<file path="config.mk">
export PLATFORM = sky130hd
export DESIGN_NAME = tsi_switch
export DESIGN_NICKNAME = d
export VERILOG_FILES = /design/src/rtl/tsi_pkg.sv /design/src/rtl/tsi_frame_timer.sv /design/src/rtl/tsi_data_mem.sv /design/src/rtl/tsi_conn_ctl.sv /design/src/rtl/tsi_out_lane.sv /design/src/rtl/tsi_switch.sv
export SDC_FILE = /design/constraint.sdc
export NUM_CORES = 2
export LEC_CHECK = 0
export BUFFER_PORTS_ARGS = -buffer_cell sky130_fd_sc_hd__buf_2
export CORE_UTILIZATION = 35
export CTS_CLUSTER_SIZE = 10
export DETAILED_ROUTE_END_ITERATION = 6
export GPL_TIMING_DRIVEN = 0
export HOLD_SLACK_MARGIN = 0.12
export PLACE_DENSITY = 0.52
export REMOVE_ABC_BUFFERS = 1
export SYNTH_ARGS = -nofsm -noshare
export SYNTH_HDL_FRONTEND = slang
export SYNTH_SLANG_ARGS = --single-unit
</file>
<file path="constraint.sdc">
create_clock -name clk -period 9.9 [get_ports clk]
set_input_delay 0.495 -clock clk [delete_from_list [all_inputs] [get_ports clk]]
set_output_delay 0.495 -clock clk [all_outputs]
set_load 0.03 [all_outputs]
</file>
<file path="src/rtl/tsi_pkg.sv">
package tsi_pkg;
  localparam logic [2:0] FN_HIGH = 3'b001;
  localparam logic [2:0] FN_MSG  = 3'b010;

  typedef enum logic [1:0] {ACT_Z, ACT_HIGH, ACT_MSG, ACT_SW} act_e;

  function automatic act_e fn_decode(input logic [2:0] fn);
    case (fn)
      FN_HIGH:                fn_decode = ACT_HIGH;
      FN_MSG:                 fn_decode = ACT_MSG;
      3'b011, 3'b100, 3'b101: fn_decode = ACT_SW;
      default:                fn_decode = ACT_Z;
    endcase
  endfunction
endpackage

</file>
<file path="src/rtl/tsi_frame_timer.sv">
module tsi_frame_timer #(
  parameter int NCH = 8,
  localparam int SLW = (NCH > 1) ? $clog2(NCH) : 1
) (
  input  logic           clk,
  input  logic           rst,
  output logic [SLW-1:0] slot,
  output logic           bank
);
  localparam logic [SLW-1:0] LAST = SLW'(NCH - 1);

  always_ff @(posedge clk) begin
    if (rst) begin
      slot <= '0;
      bank <= 1'b0;
    end else if (slot == LAST) begin
      slot <= '0;
      bank <= ~bank;
    end else begin
      slot <= slot + 1'b1;
    end
  end

  a_r1_slot_wrap: assert property (@(posedge clk) disable iff (rst)
    slot == LAST |=> slot == '0);
  a_r1_slot_step: assert property (@(posedge clk) disable iff (rst)
    slot != LAST |=> slot == $past(slot) + 1'b1);
  a_r2_bank_hold: assert property (@(posedge clk) disable iff (rst)
    slot != '0 |-> $stable(bank));
endmodule

</file>
<file path="src/rtl/tsi_data_mem.sv">
module tsi_data_mem #(
  parameter int NSTR = 4,
  parameter int NCH  = 8,
  parameter int BW   = 8,
  localparam int SLW = (NCH > 1) ? $clog2(NCH) : 1,
  localparam int STW = (NSTR > 1) ? $clog2(NSTR) : 1,
  localparam int RAW = 1 + STW + SLW
) (
  input  logic                clk,
  input  logic                wr_bank,
  input  logic [SLW-1:0]      wr_slot,
  input  logic [NSTR*BW-1:0]  wr_data,
  input  logic [NSTR*RAW-1:0] rd_addr,
  output logic [NSTR*BW-1:0]  rd_data
);
  localparam int DEP = 2 ** (SLW + 1);

  logic [BW-1:0] ram [NSTR][DEP];

  always_ff @(posedge clk) begin
    for (int s = 0; s < NSTR; s++)
      ram[s][{wr_bank, wr_slot}] <= wr_data[s*BW +: BW];
  end

  for (genvar l = 0; l < NSTR; l++) begin : g_rd
    logic           r_bank;
    logic [STW-1:0] r_str;
    logic [SLW-1:0] r_slot;
    assign r_bank = rd_addr[l*RAW + RAW - 1];
    assign r_str  = rd_addr[l*RAW + SLW +: STW];
    assign r_slot = rd_addr[l*RAW +: SLW];
    assign rd_data[l*BW +: BW] = ram[r_str][{r_bank, r_slot}];
  end
endmodule

</file>
<file path="src/rtl/tsi_conn_ctl.sv">
module tsi_conn_ctl #(
  parameter int NSTR = 4,
  parameter int NCH  = 8,
  parameter int BW   = 8,
  localparam int SLW  = (NCH > 1) ? $clog2(NCH) : 1,
  localparam int NENT = NSTR * NCH,
  localparam int CAW  = $clog2(NENT),
  localparam int AW   = CAW + 1,
  localparam int CMW  = BW + 4
) (
  input  logic                clk,
  input  logic                rst,
  input  logic [SLW-1:0]      cur_slot,
  output logic [NSTR*CMW-1:0] lane_ent,
  output logic                busy,
  input  logic                h_req,
  input  logic                h_wr,
  input  logic [AW-1:0]       h_addr,
  input  logic [CMW-1:0]      h_wdata,
  output logic [CMW-1:0]      h_rdata,
  output logic                h_ack,
  output logic                h_err
);
  logic [CMW-1:0] cm [NENT];
  logic [CAW-1:0] idx;
  logic [CMW-1:0] seed_reg, seed_lat;

  logic           cm_sel, idx_ok, cm_wr, start, seed_wr, last;
  logic [CAW-1:0] h_idx;

  assign cm_sel  = ~h_addr[AW-1];
  assign h_idx   = h_addr[CAW-1:0];
  assign idx_ok  = int'(h_idx) < NENT;
  assign cm_wr   = h_req & h_wr & cm_sel & ~busy & idx_ok;
  assign start   = h_req & h_wr & ~cm_sel & h_addr[0] & h_wdata[0] & ~busy;
  assign seed_wr = h_req & h_wr & ~cm_sel & ~h_addr[0];
  assign last    = idx == CAW'(NENT - 1);

  always_ff @(posedge clk) begin
    if (busy)       cm[idx]   <= seed_lat;
    else if (cm_wr) cm[h_idx] <= h_wdata;
  end

  for (genvar s = 0; s < NSTR; s++) begin : g_lane
    assign lane_ent[s*CMW +: CMW] = cm[CAW'(s*NCH) + CAW'(cur_slot)];
  end

  always_ff @(posedge clk) begin
    if (rst) begin
      busy     <= 1'b1;
      idx      <= '0;
      seed_lat <= '0;
      seed_reg <= '0;
      h_ack    <= 1'b0;
      h_err    <= 1'b0;
      h_rdata  <= '0;
    end else begin
      if (busy) begin
        idx <= idx + 1'b1;
        if (last) busy <= 1'b0;
      end else if (start) begin
        busy     <= 1'b1;
        idx      <= '0;
        seed_lat <= seed_reg;
      end
      if (seed_wr) seed_reg <= h_wdata;
      h_ack <= h_req;
      h_err <= h_req & cm_sel & busy;
      if (!h_req)                     h_rdata <= '0;
      else if (cm_sel)                h_rdata <= (busy || !idx_ok) ? '0 : cm[h_idx];
      else if (h_addr[0])             h_rdata <= CMW'(busy);
      else                            h_rdata <= seed_reg;
    end
  end

  a_r8_err_busy: assert property (@(posedge clk) disable iff (rst)
    h_req && cm_sel && busy |=> h_ack && h_err && h_rdata == '0);
  a_r8_no_err_idle: assert property (@(posedge clk) disable iff (rst)
    h_req && !busy |=> h_ack && !h_err);
  a_r7_full_sweep: assert property (@(posedge clk) disable iff (rst)
    $fell(busy) |-> $past(idx) == CAW'(NENT - 1));
  a_r10_seed_hold: assert property (@(posedge clk) disable iff (rst)
    busy && $past(busy) |-> $stable(seed_lat));
endmodule

</file>
<file path="src/rtl/tsi_out_lane.sv">
module tsi_out_lane
  import tsi_pkg::*;
#(
  parameter int NSTR = 4,
  parameter int NCH  = 8,
  parameter int BW   = 8,
  localparam int SLW = (NCH > 1) ? $clog2(NCH) : 1,
  localparam int STW = (NSTR > 1) ? $clog2(NSTR) : 1,
  localparam int RAW = 1 + STW + SLW,
  localparam int CMW = BW + 4
) (
  input  logic           clk,
  input  logic           rst,
  input  logic           busy,
  input  logic [SLW-1:0] cur_slot,
  input  logic           wbank,
  input  logic [CMW-1:0] ent,
  output logic [RAW-1:0] rd_addr,
  input  logic [BW-1:0]  rd_data,
  output logic [BW-1:0]  tx_d,
  output logic           tx_oe
);
  logic [2:0]     fn;
  logic           vdl, live;
  logic [SLW-1:0] sslot;
  logic [STW-1:0] sstr;
  act_e           act;

  assign fn      = ent[CMW-1 -: 3];
  assign vdl     = ent[BW];
  assign sslot   = ent[SLW-1:0];
  assign sstr    = ent[SLW +: STW];
  assign live    = vdl & (sslot < cur_slot);
  assign rd_addr = {live ? wbank : ~wbank, sstr, sslot};
  assign act     = fn_decode(fn);

  always_ff @(posedge clk) begin
    if (rst || busy) begin
      tx_oe <= 1'b0;
      tx_d  <= '0;
    end else begin
      case (act)
        ACT_HIGH: begin tx_oe <= 1'b1; tx_d <= '1;           end
        ACT_MSG:  begin tx_oe <= 1'b1; tx_d <= ent[BW-1:0];  end
        ACT_SW:   begin tx_oe <= 1'b1; tx_d <= rd_data;      end
        default:  begin tx_oe <= 1'b0; tx_d <= '0;           end
      endcase
    end
  end

  a_r9_quiet_fill: assert property (@(posedge clk) disable iff (rst)
    busy |=> !tx_oe && tx_d == '0);
endmodule

</file>
<file path="src/rtl/tsi_switch.sv">
module tsi_switch #(
  parameter int NSTR = 4,
  parameter int NCH  = 8,
  parameter int BW   = 8,
  localparam int SLW  = (NCH > 1) ? $clog2(NCH) : 1,
  localparam int STW  = (NSTR > 1) ? $clog2(NSTR) : 1,
  localparam int RAW  = 1 + STW + SLW,
  localparam int NENT = NSTR * NCH,
  localparam int AW   = $clog2(NENT) + 1,
  localparam int CMW  = BW + 4
) (
  input  logic               clk,
  input  logic               rst,
  input  logic [NSTR*BW-1:0] rx_data,
  output logic [SLW-1:0]     slot_o,
  output logic [NSTR*BW-1:0] tx_data,
  output logic [NSTR-1:0]    tx_oe,
  output logic [SLW-1:0]     tx_slot,
  input  logic               h_req,
  input  logic               h_wr,
  input  logic [AW-1:0]      h_addr,
  input  logic [CMW-1:0]     h_wdata,
  output logic [CMW-1:0]     h_rdata,
  output logic               h_ack,
  output logic               h_err
);
  logic [SLW-1:0]      cur_slot;
  logic                wbank, busy;
  logic [NSTR*CMW-1:0] lane_ent;
  logic [NSTR*RAW-1:0] rd_addr;
  logic [NSTR*BW-1:0]  rd_data;

  tsi_frame_timer #(.NCH(NCH)) u_tmr (
    .clk(clk), .rst(rst), .slot(cur_slot), .bank(wbank));

  tsi_conn_ctl #(.NSTR(NSTR), .NCH(NCH), .BW(BW)) u_cm (
    .clk(clk), .rst(rst), .cur_slot(cur_slot), .lane_ent(lane_ent), .busy(busy),
    .h_req(h_req), .h_wr(h_wr), .h_addr(h_addr), .h_wdata(h_wdata),
    .h_rdata(h_rdata), .h_ack(h_ack), .h_err(h_err));

  tsi_data_mem #(.NSTR(NSTR), .NCH(NCH), .BW(BW)) u_dm (
    .clk(clk), .wr_bank(wbank), .wr_slot(cur_slot), .wr_data(rx_data),
    .rd_addr(rd_addr), .rd_data(rd_data));

  for (genvar s = 0; s < NSTR; s++) begin : g_out
    tsi_out_lane #(.NSTR(NSTR), .NCH(NCH), .BW(BW)) u_lane (
      .clk(clk), .rst(rst), .busy(busy), .cur_slot(cur_slot), .wbank(wbank),
      .ent(lane_ent[s*CMW +: CMW]), .rd_addr(rd_addr[s*RAW +: RAW]),
      .rd_data(rd_data[s*BW +: BW]), .tx_d(tx_data[s*BW +: BW]), .tx_oe(tx_oe[s]));
  end

  always_ff @(posedge clk) begin
    if (rst) tx_slot <= '0;
    else     tx_slot <= cur_slot;
  end

  assign slot_o = cur_slot;

  a_r1_tx_slot_lag: assert property (@(posedge clk) disable iff (rst)
    1'b1 |=> tx_slot == $past(cur_slot));
endmodule

</file>
After elaboration in Yosys (flattened, before gate mapping)
Memories as Yosys holds them, arrays and structs flattened. A register that Yosys moved wholly into a read port is not among the register bits.
Index checks and enable logic that the tools add are counted.
{ "totals": {"ff_bits": 87, "mem_bits_rw": 896, "inputBits": 54, "n_memories": 2} }
{ "op_classes": {"add_sub_neg": 5, "magnitude_cmp": 10, "eq_ne": 34, "n_mux": 47, "bitwise_logic": 24, "n_reduce_logical": 15} }
{ "mem_list": {"columns": ["memory", "words", "width", "read_ports", "rd_clocked_by_memory_dff", "write_ports", "line_no", "rtl"], "rows": [
  ["u_dm.ram", 4, 128, 4, 0, 4, "tsi_data_mem.sv:18", "logic [BW-1:0] ram [NSTR][DEP];"],
  ["u_cm.cm", 32, 12, 5, 1, 1, "tsi_conn_ctl.sv:24", "logic [CMW-1:0] cm [NENT];"]
]} }
{ "ops": {"columns": ["op", "n"], "rows": [
  ["8-bit binary-select mux with 4-bit select", 4],
  ["8-bit one-hot mux with 3 select lines", 4],
  ["8-bit 2-to-1 mux", 9],
  ["12-bit 2-to-1 mux", 4],
  ["8-bit demux with 4-bit select", 1],
  ["3-bit equality test (second input constant)", 9],
  ["5-bit >= comparator (second input constant)", 5],
  ["4-bit NOT with 5-bit output", 5],
  ["3-bit by 2-bit equality test with 1-bit output (second input constant)", 8],
  ["2-bit one-hot mux with 3 select lines", 4],
  ["3-bit OR reduction", 8],
  ["5-bit 2-to-1 mux", 4],
  ["1-bit 2-to-1 mux", 17],
  ["2-bit equality test (second input constant)", 8],
  ["1-bit bitwise AND", 14],
  ["3-bit by 1-bit equality test with 1-bit output (second input constant)", 4],
  ["3-bit < comparator", 4],
  ["12-bit OR reduction", 1],
  ["2-bit by 1-bit equality test with 1-bit output (second input constant)", 4],
  ["4-bit by 3-bit adder with 5-bit output (first input constant)", 1],
  ["4-bit by 4-bit adder with 5-bit output (first input constant)", 1],
  ["5-bit by 1-bit adder with 5-bit output (second input constant)", 1],
  ["5-bit by 3-bit adder with 5-bit output (first input constant)", 1],
  ["5-bit equality test (second input constant)", 1],
  ["8 further kinds", 13]
]} }

Longest topological paths before layout
An unclocked memory read counts as a cell.
{ "logic_depth": {"word_depth": 10, "ltp_mapped": 20, "depth_no_buf": 13} }

Hierarchy
From an unflattened synthesis, not the netlist that was laid out.
{ "unflattened": {"cells_unflattened": 3091, "hier_area_um2": 53926.7} }
{ "by_module_without_submodules": {"columns": ["mod", "instances", "cells_per_inst", "area_per_inst_um2", "seq_area_each_um2"], "rows": [
  ["tsi_data_mem", 1, 1691, 31834.3, 15374.7],
  ["tsi_conn_ctl", 1, 1143, 19849.0, 12411.9],
  ["tsi_out_lane", 4, 60, 506.7, 180.2],
  ["tsi_frame_timer", 1, 11, 137.6, 80.1],
  ["tsi_switch", 1, 6, 78.8, 60.1]
]} }

Worst setup path after synthesis
No wires, ideal clock.
{ "synth_path": {"path_type": "flip-flop to flip-flop", "start": "register u_tmr.slot[1]", "end": "register g_out[0].u_lane.tx_d[1]", "arrival_time_ns": 3.982, "required_ns": 9.831, "slack_ns": 5.849, "path_stages_with_launch": 16, "path_buffers": 3, "synth_period_minus_slack_ns": 4.051, "cell_sequence": "dfxtp_1 -> buf_6 -> buf_4 -> buf_4 -> mux4_2 -> mux2i_4 -> clkinv_1 -> ha_1 -> o21a_1 -> o31a_1 -> nor4_1 -> xnor2_1 -> inv_1 -> a311o_1 -> o41a_1 -> o21ai_1"} }
{ "synth_between": {"elab_chain_len": 8} }
{ "synth_lines": {"columns": ["item", "line_no", "rtl"], "rows": [
  ["from (decl)", "tsi_frame_timer.sv:7", "output logic [SLW-1:0] slot,"],
  ["from (signal assigned)", "tsi_frame_timer.sv:20", "slot <= slot + 1'b1;"],
  ["3-bit < comparator", "tsi_out_lane.sv:33", "assign live = vdl & (sslot < cur_slot);"],
  ["1-bit bitwise AND", "tsi_out_lane.sv:33", null],
  ["1-bit 2-to-1 mux", "tsi_out_lane.sv:34", "assign rd_addr = {live ? wbank : ~wbank, sstr, sslot};"],
  ["4-bit NOT with 5-bit output (not written as such)", "tsi_data_mem.sv:32", "assign rd_data[l*BW +: BW] = ram[r_str][{r_bank, r_slot}];"],
  ["8-bit binary-select mux with 4-bit select", "tsi_data_mem.sv:32", null],
  ["8-bit 2-to-1 mux (not written as such) (2 in series)", "tsi_data_mem.sv:32", null],
  ["8-bit one-hot mux with 3 select lines", "tsi_out_lane.sv:42", "case (act)"],
  ["to (signal assigned)", "tsi_out_lane.sv:43", "ACT_HIGH: begin tx_oe <= 1'b1; tx_d <= '1; end"],
  ["to (signal assigned)", "tsi_out_lane.sv:44", "ACT_MSG: begin tx_oe <= 1'b1; tx_d <= ent[BW-1:0]; end"],
  ["to (signal assigned)", "tsi_out_lane.sv:45", "ACT_SW: begin tx_oe <= 1'b1; tx_d <= rd_data; end"],
  ["to (decl)", "tsi_out_lane.sv:20", "output logic [BW-1:0] tx_d,"]
]} }
No other way between the ends. The select of a mux whose other input is x is not followed.
A chain may end at the register's enable or synchronous reset.

Worst setup path after layout
{ "layout_path": {"start": "register u_tmr.slot[2]", "end": "register g_out[0].u_lane.tx_d[6]"} }
Same word-level chain as after synthesis.

==> results by group <==
Drt
  – Average vias per placed instance: 6.41
  – Wire per inst: 32.4 um
  – Vias: 49.2k
  – Total Wirelength: 249000 um
  – Initial DRC count: 8219
  – DRT antenna net count: 0
  – Drt pass-1 iters: 7
  – Residual DRC count: 6

Synthesis
  – Mapped cell area: 0.0563 sq mm
  – Synth Flop Type: edfxtp_1
  – Mapped Cells: 5505
  – Async set-reset flop share out of synthesis: 0%
  – Sequential-to-total area share from yosys stat: 50.9%
  – Syn Area/Cell: 10.2 sq um
  – Number of synthesized register bits: 983
  – Synth unique cells: 81
  – Synth Warn #: 0
  – Post-synth EDFFs: 896

Critical path
  – CP arrival: 8840 ps
  – Crit path capture type: register
  – FF-to-FF path depth: 13
  – Crit Path Max Fanout: 57
  – FF-to-FF Start: u_tmr.slot[2]
  – WP data required: 10530 ps
  – R2R setup slack: 1690 ps
  – Crit. Startpoint: u_tmr.slot[2]
  – Startpoint type of the worst setup path: register
  – CP Class: register to register
  – Crit path to: g_out[0].u_lane.tx_d[6]
  – Worst flop-to-flop path endpoint: g_out[0].u_lane.tx_d[6]

GRT
  – Initial antenna violation count: 17
  – Largest net degree at the start of global routing: 113
  – All-layer global routing usage: 29.8%
  – Vias in the first global route: 45.8k
  – Remaining global-route overflow: 0
  – First-pass GRT wire length: 346000 um

Power
  – PD cells: 172 mW/mm^2
  – Peak supply drop: 0.000149 V
  – LEAKAGE: 23.6 nW

Timing
  – Fin Clk Skew: 32.4 ps
  – Slew Viols, Final: 29
  – Least-Margin Pin Slew: 1550 ps
  – Fmax: 122 MHz
  – Setup WS post-layout: 1690 ps
  – Slew headroom: -3.59%
  – Final hold slack: 164 ps
  – Min Tclk post-route: 8210 ps
  – Setup violations, final: 0
  – Unrepaired setup endpoints after global routing: no
  – Final Hold Viols: 0
  – Period utilization: 82.9%

Die
  – Initial Util: 35.4%
  – DIE WIDTH: 403 um
  – Die height: 403 um
  – Core area: 0.159 sq mm
  – Die area: 0.162 sq mm
  – Io pins: 110
  – FP Rows: 146

Clock tree
  – Postcts setup bufs: 0
  – Clk buf depth: 3
  – CTS tree: yes
  – Clk sink count: 983
  – CTS buffer count: 116
  – Worst-Skew Late Latency: 800 ps
  – Max H-tree Level: 3
  – Worst-path clk slew: 60 ps
  – Root buf cell: clkbuf_16
  – Post-CTS resize count: 0
  – CTS Hold Bufs: 12

Cells and area
  – Share of cells above drive strength 1: 14.5%
  – Area delta synth->final: 15.7%
  – Largest Register: u_dm.ram
  – Top flop regs: u_dm.ram x512, u_cm.cm x384, g_out.u_lane.tx_d x32
  – Max reg flops: 512
  – Most frequent cells in the layout: nand2_1, edfxtp_1, nand3_1, mux2i_1, mux4_2
  – Commonest non-fill, non-tap cell in the layout: nand2_1
  – Nets@finish: 5551
  – Fillers: 15.1k

Place
  – RePlAce Congestion: 0.947
  – Setup slack at placement: 2250 ps
  – I/O Buffers: 109
  – Detailed Place HPWL: 160000 um

Outcome
  – Status: complete, but fails checks
  – Failing checks: design-rule violations, max-capacitance violations, max-slew violations

Job
  – Max-cap violations: 4

Hold path
  – HP Class: input port to register
[worst min-delay path by stage]
stage | start | end | slack, ps | cells past startpoint
2_1_floorplan | u_cm.seed_lat[0] | u_cm.seed_lat[0] | 430 | 2
3_3_place_gp | u_cm.seed_lat[1] | u_cm.seed_lat[1] | 440 | 2
3_5_place_dp | u_cm.seed_lat[7] | u_cm.seed_lat[7] | 450 | 2
4_1_cts | h_addr[5] | u_cm.h_err | 130 | 2
5_1_grt | rx_data[26] | u_dm.ram[3][98] | 170 | 1
6_report | rx_data[26] | u_dm.ram[3][98] | 160 | 1
[layout make-up]
class                      instances  area, sq um  area share, %
inverter                          22         85.1          0.131
multi-input combinational       4070        25900           39.8
sequential                       983        28700           44.0
timing repair buffer             289         4180           6.42
clock inverter                    19          268          0.411
tap                             2072         2590           3.98
antenna                           16         40.0         0.0615
clock buffer                     199         3370           5.17
[worst max-delay path: stages, from the launching register on]
cell      delay [ps]
dfxtp_4          380
buf_16           240
inv_2            940
mux2i_4         1280
clkinv_1        1180
ha_1             620
o21a_1           190
o31a_1            90
nor4_1           510
xnor2_2          420
nand3_2          780
nor2_1           710
a22oi_1          230
nand3_1          410
[cell families after synthesis]
logic type,count (synthesis),synth area share (%)
simple gates,2882,21.9
flops,983,50.9
buf+inv,452,4.00
fa+ha+maj,15,0.334
mux,553,14.8
compound gates,614,7.88
xor+xnor,6,0.0934
[power by group]
group / switching [mW] / internal [mW]
clock network: 1.83 / 2.36
registers: 0.0677 / 4.58
logic: 1.59 / 0.776
[routing by layer]
layer  GRT usage (%)  up-vias  part of all wire [%]  routed length, um
li1                -    20400                     -                  -
met1            39.0    24200                    37              92800
met2            44.3     3744                    43             107000
met3            8.37      801                    13              32300
met4            16.9       18                   6.5              16100
met5               0        -                 0.054                135
[Yosys cell counts, types with 7 or more instances]
| cell type | count | area (sq um) |
|---|---|---|
| dfxtp_1 | 87 | 1740 |
| a31oi_1 | 72 | 450 |
| buf_2 | 213 | 1070 |
| and3_1 | 101 | 632 |
| mux4_2 | 215 | 4840 |
| mux2i_1 | 295 | 2950 |
| a32oi_1 | 84 | 736 |
| o211ai_1 | 24 | 180 |
| nand2_1 | 1763 | 6620 |
| buf_4 | 27 | 203 |
| edfxtp_1 | 896 | 26900 |
| inv_1 | 18 | 67.6 |
| o22ai_1 | 15 | 93.8 |
| a22oi_1 | 14 | 105 |
| a311o_1 | 12 | 120 |
| o31ai_1 | 12 | 90.1 |
| buf_1 | 55 | 206 |
| nor2_2 | 8 | 50.1 |
| o21ai_0 | 54 | 270 |
| nand3_1 | 703 | 3520 |
| buf_6 | 23 | 259 |
| nor2_1 | 169 | 634 |
| a22o_1 | 9 | 78.8 |
| nand3b_1 | 7 | 52.6 |
| a21oi_1 | 116 | 581 |
| a221oi_1 | 11 | 96.3 |
| o21a_1 | 10 | 75.1 |
| nor3_1 | 18 | 90.1 |
| nand2b_1 | 10 | 62.6 |
| or3_1 | 8 | 50.1 |
| ha_1 | 15 | 188 |
| and2_1 | 18 | 113 |
| a211oi_1 | 24 | 180 |
| a311oi_1 | 88 | 771 |
| or2_2 | 9 | 56.3 |
| clkbuf_1 | 111 | 417 |
| nand4_1 | 42 | 263 |
| a32o_1 | 9 | 90.1 |
| a2111oi_0 | 9 | 78.8 |
| mux2_2 | 31 | 349 |
| o221ai_1 | 7 | 61.3 |
[metrics by stage]
stage / cell area [sq um] / util, % / setup TNS (ps) / power [mW] / cells
final: 65100 / 41.0 / 0 / 11.2 / 7670
after global placement: 57200 / 36.0 / -416950 / 7.01 / 7256
after global routing: 65100 / 40.9 / 0 / 11.4 / 7658
after floorplan: 54100 / - / -37890 / 5.96 / 5075
after detailed placement: 61300 / 38.6 / 0 / 6.99 / 7422
after CTS: 65000 / 40.9 / 0 / 11.1 / 7652
(Power assumes the default switching activity.)
